<file path="src/rtl/addr_reg_pkg.sv">
package addr_reg_pkg;
  typedef enum logic [3:0] {
    OP_NOP       = 4'd0,
    OP_LOAD      = 4'd1,
    OP_READ      = 4'd2,
    OP_FETCH     = 4'd3,
    OP_FETCH_INC = 4'd4,
    OP_FETCH_DEC = 4'd5,
    OP_STORE     = 4'd6,
    OP_STORE_INC = 4'd7,
    OP_IDX_FETCH = 4'd8,
    OP_IDX_STORE = 4'd9
  } op_e;

  localparam int unsigned NUM_REGS = 4;
  localparam int unsigned REG_A = 0;
  localparam int unsigned REG_B = 1;
  localparam int unsigned REG_X = 2;
  localparam int unsigned REG_Y = 3;
endpackage

</file>
<file path="src/rtl/addr_reg_bank.sv">
module addr_reg_bank #(
  parameter int unsigned DATA_W = 32,
  parameter int unsigned NREG   = 4
) (
  input  logic                        clk,
  input  logic                        rst_n,
  input  logic [NREG-1:0]             wr_en_i,
  input  logic [NREG-1:0][DATA_W-1:0] wr_data_i,
  output logic [NREG-1:0][DATA_W-1:0] q_o
);
  for (genvar g = 0; g < NREG; g++) begin : g_reg
    always_ff @(posedge clk or negedge rst_n) begin
      if (!rst_n) begin
        q_o[g] <= '0;
      end else if (wr_en_i[g]) begin
        q_o[g] <= wr_data_i[g];
      end
    end
  end
endmodule

</file>
<file path="src/rtl/addr_calc.sv">
module addr_calc #(
  parameter int unsigned DATA_W     = 32,
  parameter int unsigned OFS_W      = 8,
  parameter int unsigned CELL_BYTES = 4
) (
  input  logic [DATA_W-1:0] ptr_i,
  input  logic [DATA_W-1:0] base_i,
  input  logic [OFS_W-1:0]  ofs_i,
  output logic [DATA_W-1:0] inc_o,
  output logic [DATA_W-1:0] dec_o,
  output logic [DATA_W-1:0] idx_o
);
  localparam logic [DATA_W-1:0] STEP = DATA_W'(CELL_BYTES);
  logic [DATA_W-1:0] ofs_ext;

  always_comb begin
    ofs_ext = {{(DATA_W-OFS_W){ofs_i[OFS_W-1]}}, ofs_i};
    inc_o   = ptr_i + STEP;
    dec_o   = ptr_i - STEP;
    idx_o   = base_i + ofs_ext;
  end
endmodule

</file>
<file path="src/rtl/addr_reg_unit.sv">
module addr_reg_unit
  import addr_reg_pkg::*;
#(
  parameter int unsigned DATA_W       = 32,
  parameter int unsigned OFS_W        = 8,
  parameter int unsigned CELL_BYTES   = 4,
  parameter bit          B_WRITE_ONLY = 1'b0
) (
  input  logic              clk,
  input  logic              rst_n,
  input  logic [3:0]        op_i,
  input  logic [1:0]        sel_i,
  input  logic [DATA_W-1:0] tos_i,
  input  logic [OFS_W-1:0]  ofs_i,
  output logic              mem_req_o,
  output logic              mem_we_o,
  output logic [DATA_W-1:0] mem_addr_o,
  output logic [DATA_W-1:0] mem_wdata_o,
  input  logic [DATA_W-1:0] mem_rdata_i,
  output logic              stk_valid_o,
  output logic [DATA_W-1:0] stk_data_o,
  output logic              err_o
);
  localparam int unsigned NREG = NUM_REGS;

  logic [1:0] rst_sync;
  logic       rst_int_n;

  always_ff @(posedge clk or negedge rst_n) begin
    if (!rst_n) rst_sync <= 2'b00;
    else        rst_sync <= {rst_sync[0], 1'b1};
  end
  assign rst_int_n = rst_sync[1];

  logic [NREG-1:0]             wr_en;
  logic [NREG-1:0][DATA_W-1:0] wr_data;
  logic [NREG-1:0][DATA_W-1:0] reg_q;
  logic [DATA_W-1:0]           ptr, base, ptr_inc, ptr_dec, idx_addr;
  logic [0:0]                  ab_idx;

  assign ab_idx = sel_i[0];
  assign ptr    = sel_i[0] ? reg_q[REG_B] : reg_q[REG_A];
  assign base   = sel_i[0] ? reg_q[REG_Y] : reg_q[REG_X];

  addr_calc #(.DATA_W(DATA_W), .OFS_W(OFS_W), .CELL_BYTES(CELL_BYTES)) u_calc (
    .ptr_i (ptr),
    .base_i(base),
    .ofs_i (ofs_i),
    .inc_o (ptr_inc),
    .dec_o (ptr_dec),
    .idx_o (idx_addr)
  );

  addr_reg_bank #(.DATA_W(DATA_W), .NREG(NREG)) u_bank (
    .clk      (clk),
    .rst_n    (rst_int_n),
    .wr_en_i  (wr_en),
    .wr_data_i(wr_data),
    .q_o      (reg_q)
  );

  logic              req_d, we_d, fetch_d, rd_d, err_d;
  logic [DATA_W-1:0] addr_d, wdata_d, rdval_d;
  op_e               op;

  always_comb begin
    op      = op_e'(op_i);
    wr_en   = '0;
    wr_data = reg_q;
    req_d   = 1'b0;
    we_d    = 1'b0;
    fetch_d = 1'b0;
    rd_d    = 1'b0;
    err_d   = 1'b0;
    addr_d  = ptr;
    wdata_d = tos_i;
    rdval_d = reg_q[sel_i];
    case (op)
      OP_LOAD: begin
        wr_en[sel_i]   = 1'b1;
        wr_data[sel_i] = tos_i;
      end
      OP_READ: begin
        if (B_WRITE_ONLY && sel_i == 2'(REG_B)) err_d = 1'b1;
        else                                   rd_d  = 1'b1;
      end
      OP_FETCH: begin
        req_d   = 1'b1;
        fetch_d = 1'b1;
      end
      OP_FETCH_INC: begin
        req_d           = 1'b1;
        fetch_d         = 1'b1;
        wr_en[ab_idx]   = 1'b1;
        wr_data[ab_idx] = ptr_inc;
      end
      OP_FETCH_DEC: begin
        req_d           = 1'b1;
        fetch_d         = 1'b1;
        wr_en[ab_idx]   = 1'b1;
        wr_data[ab_idx] = ptr_dec;
      end
      OP_STORE: begin
        req_d = 1'b1;
        we_d  = 1'b1;
      end
      OP_STORE_INC: begin
        req_d           = 1'b1;
        we_d            = 1'b1;
        wr_en[ab_idx]   = 1'b1;
        wr_data[ab_idx] = ptr_inc;
      end
      OP_IDX_FETCH: begin
        req_d   = 1'b1;
        fetch_d = 1'b1;
        addr_d  = idx_addr;
      end
      OP_IDX_STORE: begin
        req_d  = 1'b1;
        we_d   = 1'b1;
        addr_d = idx_addr;
      end
      default: ;
    endcase
  end

  logic              fetch_q, rd_q;
  logic [DATA_W-1:0] rdval_q;

  always_ff @(posedge clk or negedge rst_int_n) begin
    if (!rst_int_n) begin
      mem_req_o <= 1'b0;
      mem_we_o  <= 1'b0;
      fetch_q   <= 1'b0;
      rd_q      <= 1'b0;
      err_o     <= 1'b0;
    end else begin
      mem_req_o <= req_d;
      mem_we_o  <= we_d;
      fetch_q   <= fetch_d;
      rd_q      <= rd_d;
      err_o     <= err_d;
    end
  end

  always_ff @(posedge clk or negedge rst_int_n) begin
    if (!rst_int_n) begin
      mem_addr_o  <= '0;
      mem_wdata_o <= '0;
    end else if (req_d) begin
      mem_addr_o  <= addr_d;
      mem_wdata_o <= wdata_d;
    end
  end

  always_ff @(posedge clk or negedge rst_int_n) begin
    if (!rst_int_n)  rdval_q <= '0;
    else if (rd_d)   rdval_q <= rdval_d;
  end

  assign stk_valid_o = fetch_q | rd_q;
  assign stk_data_o  = fetch_q ? mem_rdata_i : rdval_q;
endmodule

</file>
<file path="config.mk">
export PLATFORM = sky130hd
export DESIGN_NAME = addr_reg_unit
export DESIGN_NICKNAME = d
export VERILOG_FILES = /design/src/rtl/addr_reg_pkg.sv /design/src/rtl/addr_reg_bank.sv /design/src/rtl/addr_calc.sv /design/src/rtl/addr_reg_unit.sv
export SDC_FILE = /design/constraint.sdc
export NUM_CORES = 1
export LEC_CHECK = 0
export BUFFER_PORTS_ARGS = -buffer_cell sky130_fd_sc_hd__buf_2
export CAP_MARGIN = 10
export CORE_ASPECT_RATIO = 2
export CORE_UTILIZATION = 53
export CTS_CLUSTER_DIAMETER = 200
export DETAILED_ROUTE_END_ITERATION = 8
export GPL_TIMING_DRIVEN = 0
export PLACE_DENSITY = 0.83
export SLEW_MARGIN = 20
export SYNTH_ARGS = -nofsm -noshare
export SYNTH_HDL_FRONTEND = slang
export SYNTH_SLANG_ARGS = --single-unit
</file>
<file path="constraint.sdc">
create_clock -name clk -period 7.3 [get_ports clk]
set_clock_uncertainty 0.2 [all_clocks]
set_input_delay 1.095 -clock clk [delete_from_list [all_inputs] [get_ports clk]]
set_output_delay 1.095 -clock clk [all_outputs]
set_load 0.02 [all_outputs]
</file>
# Yosys cells after proc, flatten, opt, wreduce, memory -nomap -nowiden
# Index checks and enable logic that the tools add are counted.
dict set report classes {
  n_addsub 3
  bitwise_logic 1
  n_reduce_logical 13
  n_mux 23
  n_eq_ne 9
  magnitude_cmp 4
}
# cell count
set ops {}
lappend ops {{bitwise mux 128 bit} 3}
lappend ops {{one-hot mux 128 bit (3 select lines)} 1}
lappend ops {{2-to-1 mux 32 bit} 7}
lappend ops {{binary-select mux 32 bit (select 2 bit)} 1}
lappend ops {{demux 32 bit (select 2 bit)} 1}
lappend ops {{adder 32 x 3 -> 32 bit (second input constant)} 1}
lappend ops {{adder 32 bit} 1}
lappend ops {{demux 32 bit (select 1 bit)} 1}
lappend ops {{subtractor 32 x 3 -> 32 bit (second input constant)} 1}
lappend ops {{== test 4 x 3 -> 1 bit (second input constant)} 4}
lappend ops {{== test 4 x 2 -> 1 bit (second input constant)} 2}
lappend ops {{== test 4 bit (second input constant)} 2}
lappend ops {{one-hot mux 4 bit (2 select lines)} 1}
lappend ops {{AND reduction 2 bit} 4}
lappend ops {{OR reduction 7 bit} 1}
lappend ops {{2-to-1 mux 1 bit} 6}
lappend ops {{OR reduction 3 bit} 2}
lappend ops {{== test 4 x 1 -> 1 bit (second input constant)} 1}
lappend ops {{OR reduction 2 bit} 2}
lappend ops {{OR reduction 4 bit} 1}
lappend ops {{less-than comparator 1 x 3 -> 1 bit (second input constant)} 1}
lappend ops {{less-than comparator 2 x 3 -> 1 bit (second input constant)} 1}
lappend ops {{nonzero test 3 bit} 1}
lappend ops {{demux 1 bit (select 2 bit)} 1}
lappend ops {{5 further kinds} 6}
dict set report word_totals {
  reg_bits 230
  word_cells 65
  input_bits 80
}

# Logic depth before layout (Yosys ltp)
# Gate-level depths: netlist of run 1.
dict set report depth {
  depth_word 6
  depth_mapped 19
  mapped_depth_nobuf 12
}

# Modules after synthesis
# From an unflattened synthesis of run 1, not the netlist that was laid out.
dict set report hier_totals {
  hier_cells 1527
  hier_area_um2 16833.6
}
# mod area_each_um2 n_inst cells_per_inst seq_area_each_um2
set modules_own_cells {}
lappend modules_own_cells {addr_reg_unit 8603.3 1 833 2552.4}
lappend modules_own_cells {addr_reg_bank 5380.2 1 272 3203.1}
lappend modules_own_cells {addr_calc 2850.2 1 422 0.0}

# Least setup slack after synthesis of run 1
# Ideal clock, no wire load.
dict set report synth_timing {
  path_kind {input to register}
  from {input port sel_i[0]}
  to {register mem_addr_o[16]}
  arrival_time_ns 5.119
  path_slack_ns 1.844
  path_buffers 7
  stages 19
  path_cell_list {buf_6 > buf_4 > buf_4 > buf_2 > buf_2 > buf_2 > buf_2 > mux2_2 > ha_1 > fa_1 > a211oi_1 > o21bai_1 > a21oi_1 > o21ai_0 > a221oi_1 > o21ai_0 > a21oi_1 > xor2_1 > a21oi_1}
}
dict set report synth_between {
  elab_chain_cells 3
  elab_cells_between_ends 4
  cone_classes {add/sub (1); mux (3)}
}
# element line
set synth_rtl {}
lappend synth_rtl {{from (decl)} addr_reg_unit.sv:12} ;# input logic [1:0] sel_i,
lappend synth_rtl {{2-to-1 mux 32 bit} addr_reg_unit.sv:43} ;# assign base = sel_i[0] ? reg_q[REG_Y] : reg_q[REG_X];
lappend synth_rtl {{adder 32 bit} addr_calc.sv:20} ;# idx_o = base_i + ofs_ext;
lappend synth_rtl {{2-to-1 mux 32 bit *} addr_reg_unit.sv:78} ;# case (op)
lappend synth_rtl {{to (signal assigned)} addr_reg_unit.sv:151} ;# mem_addr_o <= addr_d;
lappend synth_rtl {{to (decl)} addr_reg_unit.sv:17} ;# output logic [DATA_W-1:0] mem_addr_o,
# Every way passes the cells marked *; elsewhere a longest branch is shown, timed or not.
# A chain may end at the register's enable or synchronous reset.

# Worst setup path in the final report of run 1
# Ends and elaborated chain as after synthesis.

==> impl_metrics.json, run 1 <==
{
  "synth-seq-area-share": 0.4207,
  "track_usage": 0.3632,
  "ys_top_cells_by_area": "dfrtp_1 (42%), mux2_2 (15%), o21ai_0 (4.4%)",
  "syn_nets": 1506,
  "hold_viol_final": 4,
  "die_area_sq_mm": 0.02650,
  "gp_congestion": 1.037,
  "die_h_um": 229.2,
  "synth_area_sq_mm": 0.01368,
  "status": "finished, violations left",
  "cts.clk_slew.worst_paths_ns": 0.07,
  "synth_cell_types": 75,
  "synth_top_area_frac": 0.4207,
  "synth_flop_cell": "dfrtp_1",
  "ys_warn_count": 0,
  "worst_slack_ns": 0.5808,
  "slew_violations": 0,
  "setup_viol_count_final": 0,
  "synth-edff-count": 0,
  "use_met3": 0.06483,
  "cts.path.max_buffers": 3,
  "nFillCells": 2138,
  "io_buffers": 175,
  "tightest_slew_ns": 1.166,
  "area_growth_pct": 15.39,
  "drtPass1Iterations": 8,
  "post_cts_buffers": 0,
  "cts_resized": 0,
  "grt_pass1_vias": 12848,
  "io_pins": 180,
  "viasPerCell": 6.386,
  "critPathLaunchType": "primary input",
  "path_buf_inv": 7,
  "worst_hold_slack_ns": -0.003207,
  "wl_per_cell_um": 24.16,
  "ctsHtreeMaxLevel": 1,
  "clock_sinks": 230,
  "overflow": 0,
  "slew_headroom": 0.2223,
  "final_cells": 1944,
  "cts-root-buf": "clkbuf_16",
  "final_common_cell": "dfrtp_1",
  "dp_hpwl_um": 36140,
  "rrSetupSlack_ns": 3.11,
  "use_met2": 0.6364,
  "start_util": 0.5420,
  "crit_start": "sel_i[0]",
  "place_ws_ns": 0.2263,
  "grt_pass1_wl_um": 71520,
  "grt_max_degree": 62,
  "synth_cells": 1392,
  "row_count": 82,
  "async_flop_share": 1.000,
  "grt.busiest_layer": "met2",
  "drtAntennaViolNets": 0,
  "violations": "negative hold slack",
  "arrival_ns": 6.90,
  "fin_crit_sh": 0.9204,
  "drc": 0,
  "path_max_fanout": 10,
  "syn_area_per_cell_sq_um": 9.827,
  "irDropWorstVdd_mv": 0.2176,
  "insertion_delay_ns": 0.53,
  "vias": 12415,
  "grt_antenna_before_repair": 0,
  "cts_buffers": 22,
  "rsz0062_at_grt": "no",
  "fin_area_sq_mm": 0.01579,
  "power_density_mw_per_mm2": 288.5,
  "finalCriticalPeriod_ns": 6.719,
  "critPathTopFamily": "compound AO/OA/AOI/OAI gates",
  "antennaDiodeCount": 0,
  "max_clock_freq_mhz": 148.8,
  "cp_cell_sequence": "buf_6, buf_4, buf_4, buf_2, buf_2, buf_2, buf_2, mux2_2, ha_1, fa_1, a211oi_1, o21bai_1, a21oi_1, o21ai_0, a221oi_1, o21ai_0, a21oi_1, xor2_1, a21oi_1",
  "tns_ns": 0,
  "drv_cap": 0,
  "cts_tree": "yes",
  "cp_slowest_cell": "a221oi_1",
  "power_leakage_nw": 7.206,
  "ctsHoldBuffers": 0,
  "ys_ff_latch": 230,
  "cpPeakStageDelay_ns": 0.51,
  "critPathRequiredTime_ns": 7.48,
  "hp-class": "register to asynchronous set/reset pin",
  "chipWidth_um": 115.6,
  "drt_iter0_drc": 842,
  "final_layout_size_suffix_gt1_frac": 0.2774,
  "placed_cell_area_sq_mm": 0.01509,
  "wl_um": 46970,
  "dp.cells": 1907,
  "yosysTopAreaCell": "dfrtp_1",
  "grtUsageMet1": 0.3704,
  "final_cell_mix": "dfrtp_1 (229), buf_2 (184), mux2_2 (184), nand2_1 (155), o21ai_0 (119)",
  "end_kind": "register",
  "critPathKind": "primary input to register",
  "core_area_sq_mm": 0.02524,
  "cpMostUsedCell": "buf_2",
  "nets": 1709
}
==> metal layers <==
metal  vias up  part of all wire  wire length [um]
met5         -                 0                 0
li1       5476                 -                 -
met1      6028              0.33             15570
met4         0             0.088              4122
met2       653              0.51             24040
met3       258             0.069              3237
==> metrics by stage <==
step                  util  total power (W)
global placement    0.5933         0.003339
global route        0.6254         0.004773
CTS                 0.6254         0.004537
floorplan                -         0.002872
finish              0.6254         0.004554
detailed placement  0.5979         0.003398
==> final cells by class <==
cell class | instances | area, sq um | share of cell area
clock buffer | 27 | 610.6 | 0.03868
sequential | 230 | 5759 | 0.3649
multi-input combinational | 1063 | 7507 | 0.4756
inverter | 16 | 60.06 | 0.003805
buffer | 83 | 356.6 | 0.02259
tap | 336 | 420.4 | 0.02663
clock inverter | 10 | 85.08 | 0.005390
timing repair buffer | 179 | 985.9 | 0.06246
==> final timing paths <==
path,to,cells past startpoint
max,mem_addr_o[16],19
min,asynchronous set/reset pin,0
max reg2reg,mem_addr_o[16],12
min reg2reg,asynchronous set/reset pin,0
max in group asynchronous,mem_addr_o[10],2
min in group clk,rst_sync[1],0
==> logic make-up after synthesis <==
group | after synthesis | synth area share
buffers and inverters | 99 | 0.03046
muxes | 219 | 0.1811
other | 2 | 0.0005490
DFF | 230 | 0.4207
xor gates and xnor gates | 48 | 0.03073
adders and majority gates | 34 | 0.03165
AOI/OAI and AO/OA | 364 | 0.1676
and+or+nand+nor | 396 | 0.1372
==> power breakdown <==
group          switching (W)  internal [W]
Clock               0.000505      0.000630
Combinational        0.00100      0.000661
Sequential          0.000202       0.00156
Total                0.00171       0.00285
==> cells in the mapped netlist, drive strengths merged, types with 21 or more instances <==
| master | count |
|---|---|
| xnor2 | 31 |
| a21o | 21 |
| ha | 33 |
| nand3 | 35 |
| nor3 | 26 |
| nor2 | 104 |
| a21oi | 91 |
| mux2 | 187 |
| nand2 | 156 |
| clkbuf | 66 |
| mux2i | 32 |
| dfrtp | 230 |
| o21ai | 126 |
(Power assumes the default switching activity.)
==> run 2, diff against run 1 <==
--- a/config.mk
+++ b/config.mk
@@ -7,3 +7,3 @@
 export LEC_CHECK = 0
-export BUFFER_PORTS_ARGS = -buffer_cell sky130_fd_sc_hd__buf_2
+export BUFFER_PORTS_ARGS = -buffer_cell sky130_fd_sc_hd__buf_4
 export CAP_MARGIN = 10
@@ -14,3 +14,3 @@
 export GPL_TIMING_DRIVEN = 0
-export PLACE_DENSITY = 0.83
+export PLACE_DENSITY = 0.78
 export SLEW_MARGIN = 20
==> constraint.sdc (replaced) <==
create_clock -name clk -period 7.3 [get_ports clk]
set_clock_uncertainty 0.2 [all_clocks]
set_input_delay 0.73 -clock clk [delete_from_list [all_inputs] [get_ports clk]]
set_output_delay 0.73 -clock clk [all_outputs]
set_load 0.02 [all_outputs]
==> run 2 against run 1 <==
The run now ends clean. Cell area increased by 2.9%. Routed wire length increased by 3.3%. Sequential share of layout area decreased by 1.0 points. Power increased by 4.2%. Global-route usage increased by 1.1 points. Critical path depth unchanged. Combinational power increased by 8%. Register-to-register slack improved by 0.27 ns. Die area unchanged. Critical path type unchanged.
==> impl_metrics.json, run 2 (synthesized netlist as in run 1, its figures left out) <==
{
  "status": "complete, no violations",
  "finalCriticalPeriod_ns": 5.927,
  "final_layout_size_suffix_gt1_frac": 0.2768,
  "critPathRequiredTime_ns": 7.49,
  "core_area_sq_mm": 0.02524,
  "area_growth_pct": 18.78,
  "crit_start": "sel_i[0]",
  "rsz0062_at_grt": "no",
  "cts.clk_slew.worst_paths_ns": 0.08,
  "drv_cap": 0,
  "max_clock_freq_mhz": 168.7,
  "wl_um": 48520,
  "chipWidth_um": 115.6,
  "slew_violations": 0,
  "viasPerCell": 6.338,
  "wl_per_cell_um": 24.92,
  "end_kind": "register",
  "cts-root-buf": "clkbuf_16",
  "power_leakage_nw": 7.351,
  "nFillCells": 2131,
  "hold_viol_final": 0,
  "drtAntennaViolNets": 0,
  "dp_hpwl_um": 36970,
  "grt_antenna_before_repair": 0,
  "antennaDiodeCount": 0,
  "insertion_delay_ns": 0.55,
  "irDropWorstVdd_mv": 0.2117,
  "io_buffers": 175,
  "start_util": 0.5420,
  "final_cells": 1947,
  "grt_pass1_wl_um": 72770,
  "place_ws_ns": 1.003,
  "row_count": 82,
  "path_max_fanout": 10,
  "tightest_slew_ns": 1.152,
  "setup_viol_count_final": 0,
  "fin_crit_sh": 0.8120,
  "arrival_ns": 6.12,
  "drc": 0,
  "clock_sinks": 230,
  "power_density_mw_per_mm2": 292.1,
  "die_h_um": 229.2,
  "die_area_sq_mm": 0.02650,
  "track_usage": 0.3741,
  "critPathLaunchType": "primary input",
  "ctsHtreeMaxLevel": 1,
  "final_cell_mix": "dfrtp_1 (229), mux2_2 (184), buf_4 (179), nand2_1 (155), o21ai_0 (119)",
  "cts_resized": 0,
  "grt_max_degree": 59,
  "io_pins": 180,
  "cts_buffers": 22,
  "nets": 1710,
  "worst_slack_ns": 1.373,
  "fin_area_sq_mm": 0.01625,
  "cts.path.max_buffers": 3,
  "tns_ns": 0,
  "hp-class": "register to asynchronous set/reset pin",
  "grt_pass1_vias": 12589,
  "drt_iter0_drc": 979,
  "overflow": 0,
  "final_common_cell": "dfrtp_1",
  "power.total_w": 0.004746,
  "vias": 12341,
  "critPathKind": "primary input to register",
  "drtPass1Iterations": 6,
  "gp_congestion": 0.9707,
  "cts_tree": "yes",
  "slew_headroom": 0.2101,
  "placed_cell_area_sq_mm": 0.01552,
  "dp.cells": 1907
}
run 2: cell types whose count changed in the layout (fill, tap and decap cells not counted):
| cell | change |
|---|---|
| buf_2 | -175 |
| clkbuf_1 | +2 |
| buf_4 | +175 |
| buf_16 | -1 |
| clkinv_2 | -1 |
| clkbuf_8 | +2 |
| buf_12 | +1 |
| clkinvlp_4 | -1 |
| dlygate4sd3_1 | +1 |
run 2: final timing paths:
| kind | cells past startpoint | to | slack [ns] |
|---|---|---|---|
| max | 19 | mem_addr_o[16] | 1.37 |
| min | 0 | asynchronous set/reset pin | 0.04 |
| max reg2reg | 12 | mem_addr_o[16] | 3.38 |
| min reg2reg | 0 | asynchronous set/reset pin | 0.04 |
| max in group asynchronous | 2 | mem_addr_o[8] | 5.88 |
| min in group clk | 0 | rst_sync[1] | 0.15 |
run 2: where the power goes:
| group | internal [W] | total [W] | switching, W |
|---|---|---|---|
| Sequential | 0.00156 | 0.00177 | 0.000215 |
| Combinational | 0.000741 | 0.00180 | 0.00106 |
| Clock | 0.000654 | 0.00118 | 0.000523 |
run 2: metrics by stage:
step           utilization  hold WS (ns)
2_1_floorplan            -        0.1312
3_3_place_gp        0.6107        0.1371
3_5_place_dp        0.6149       0.06442
4_1_cts             0.6438       0.05576
5_1_grt             0.6438       0.08538
6_report            0.6438       0.04155
run 2: cell type report:
| type | count | area [sq um] | area share |
|---|---|---|---|
| Inverter | 16 | 60.06 | 0.003696 |
| Tap cell | 336 | 420.4 | 0.02587 |
| Buffer | 83 | 356.6 | 0.02195 |
| Clock inverter | 8 | 72.57 | 0.004466 |
| Multi-Input combinational cell | 1063 | 7507 | 0.4620 |
| Sequential cell | 230 | 5759 | 0.3545 |
| Timing Repair Buffer | 180 | 1426 | 0.08779 |
| Clock buffer | 31 | 645.6 | 0.03974 |
run 2: critical path, cell delays in order:
cell	delay [ns]
buf_6	0.17
buf_4	0.21
buf_4	0.24
buf_2	0.36
buf_2	0.42
buf_2	0.32
buf_2	0.34
mux2_2	0.40
ha_1	0.23
fa_1	0.43
a211oi_1	0.39
o21bai_1	0.14
a21oi_1	0.38
o21ai_0	0.28
a221oi_1	0.47
o21ai_0	0.16
a21oi_1	0.20
xor2_1	0.16
a21oi_1	0.08
run 2: timing repair:
action | in CTS | in global routing
buffers inserted | 0 | 0
setup endpoints to repair | 0 | 0
hold buffers | 1 | 0
endpoints found under the hold margin | 2 | 0
run 2: layer usage:
| layer | wire length [um] | GRT usage | vias up |
|---|---|---|---|
| met5 | 0 | 0 | - |
| met4 | 4834 | 0.3287 | 0 |
| met3 | 3255 | 0.06483 | 224 |
| met2 | 24630 | 0.6407 | 617 |
| met1 | 15800 | 0.3822 | 6026 |
| li1 | - | - | 5474 |
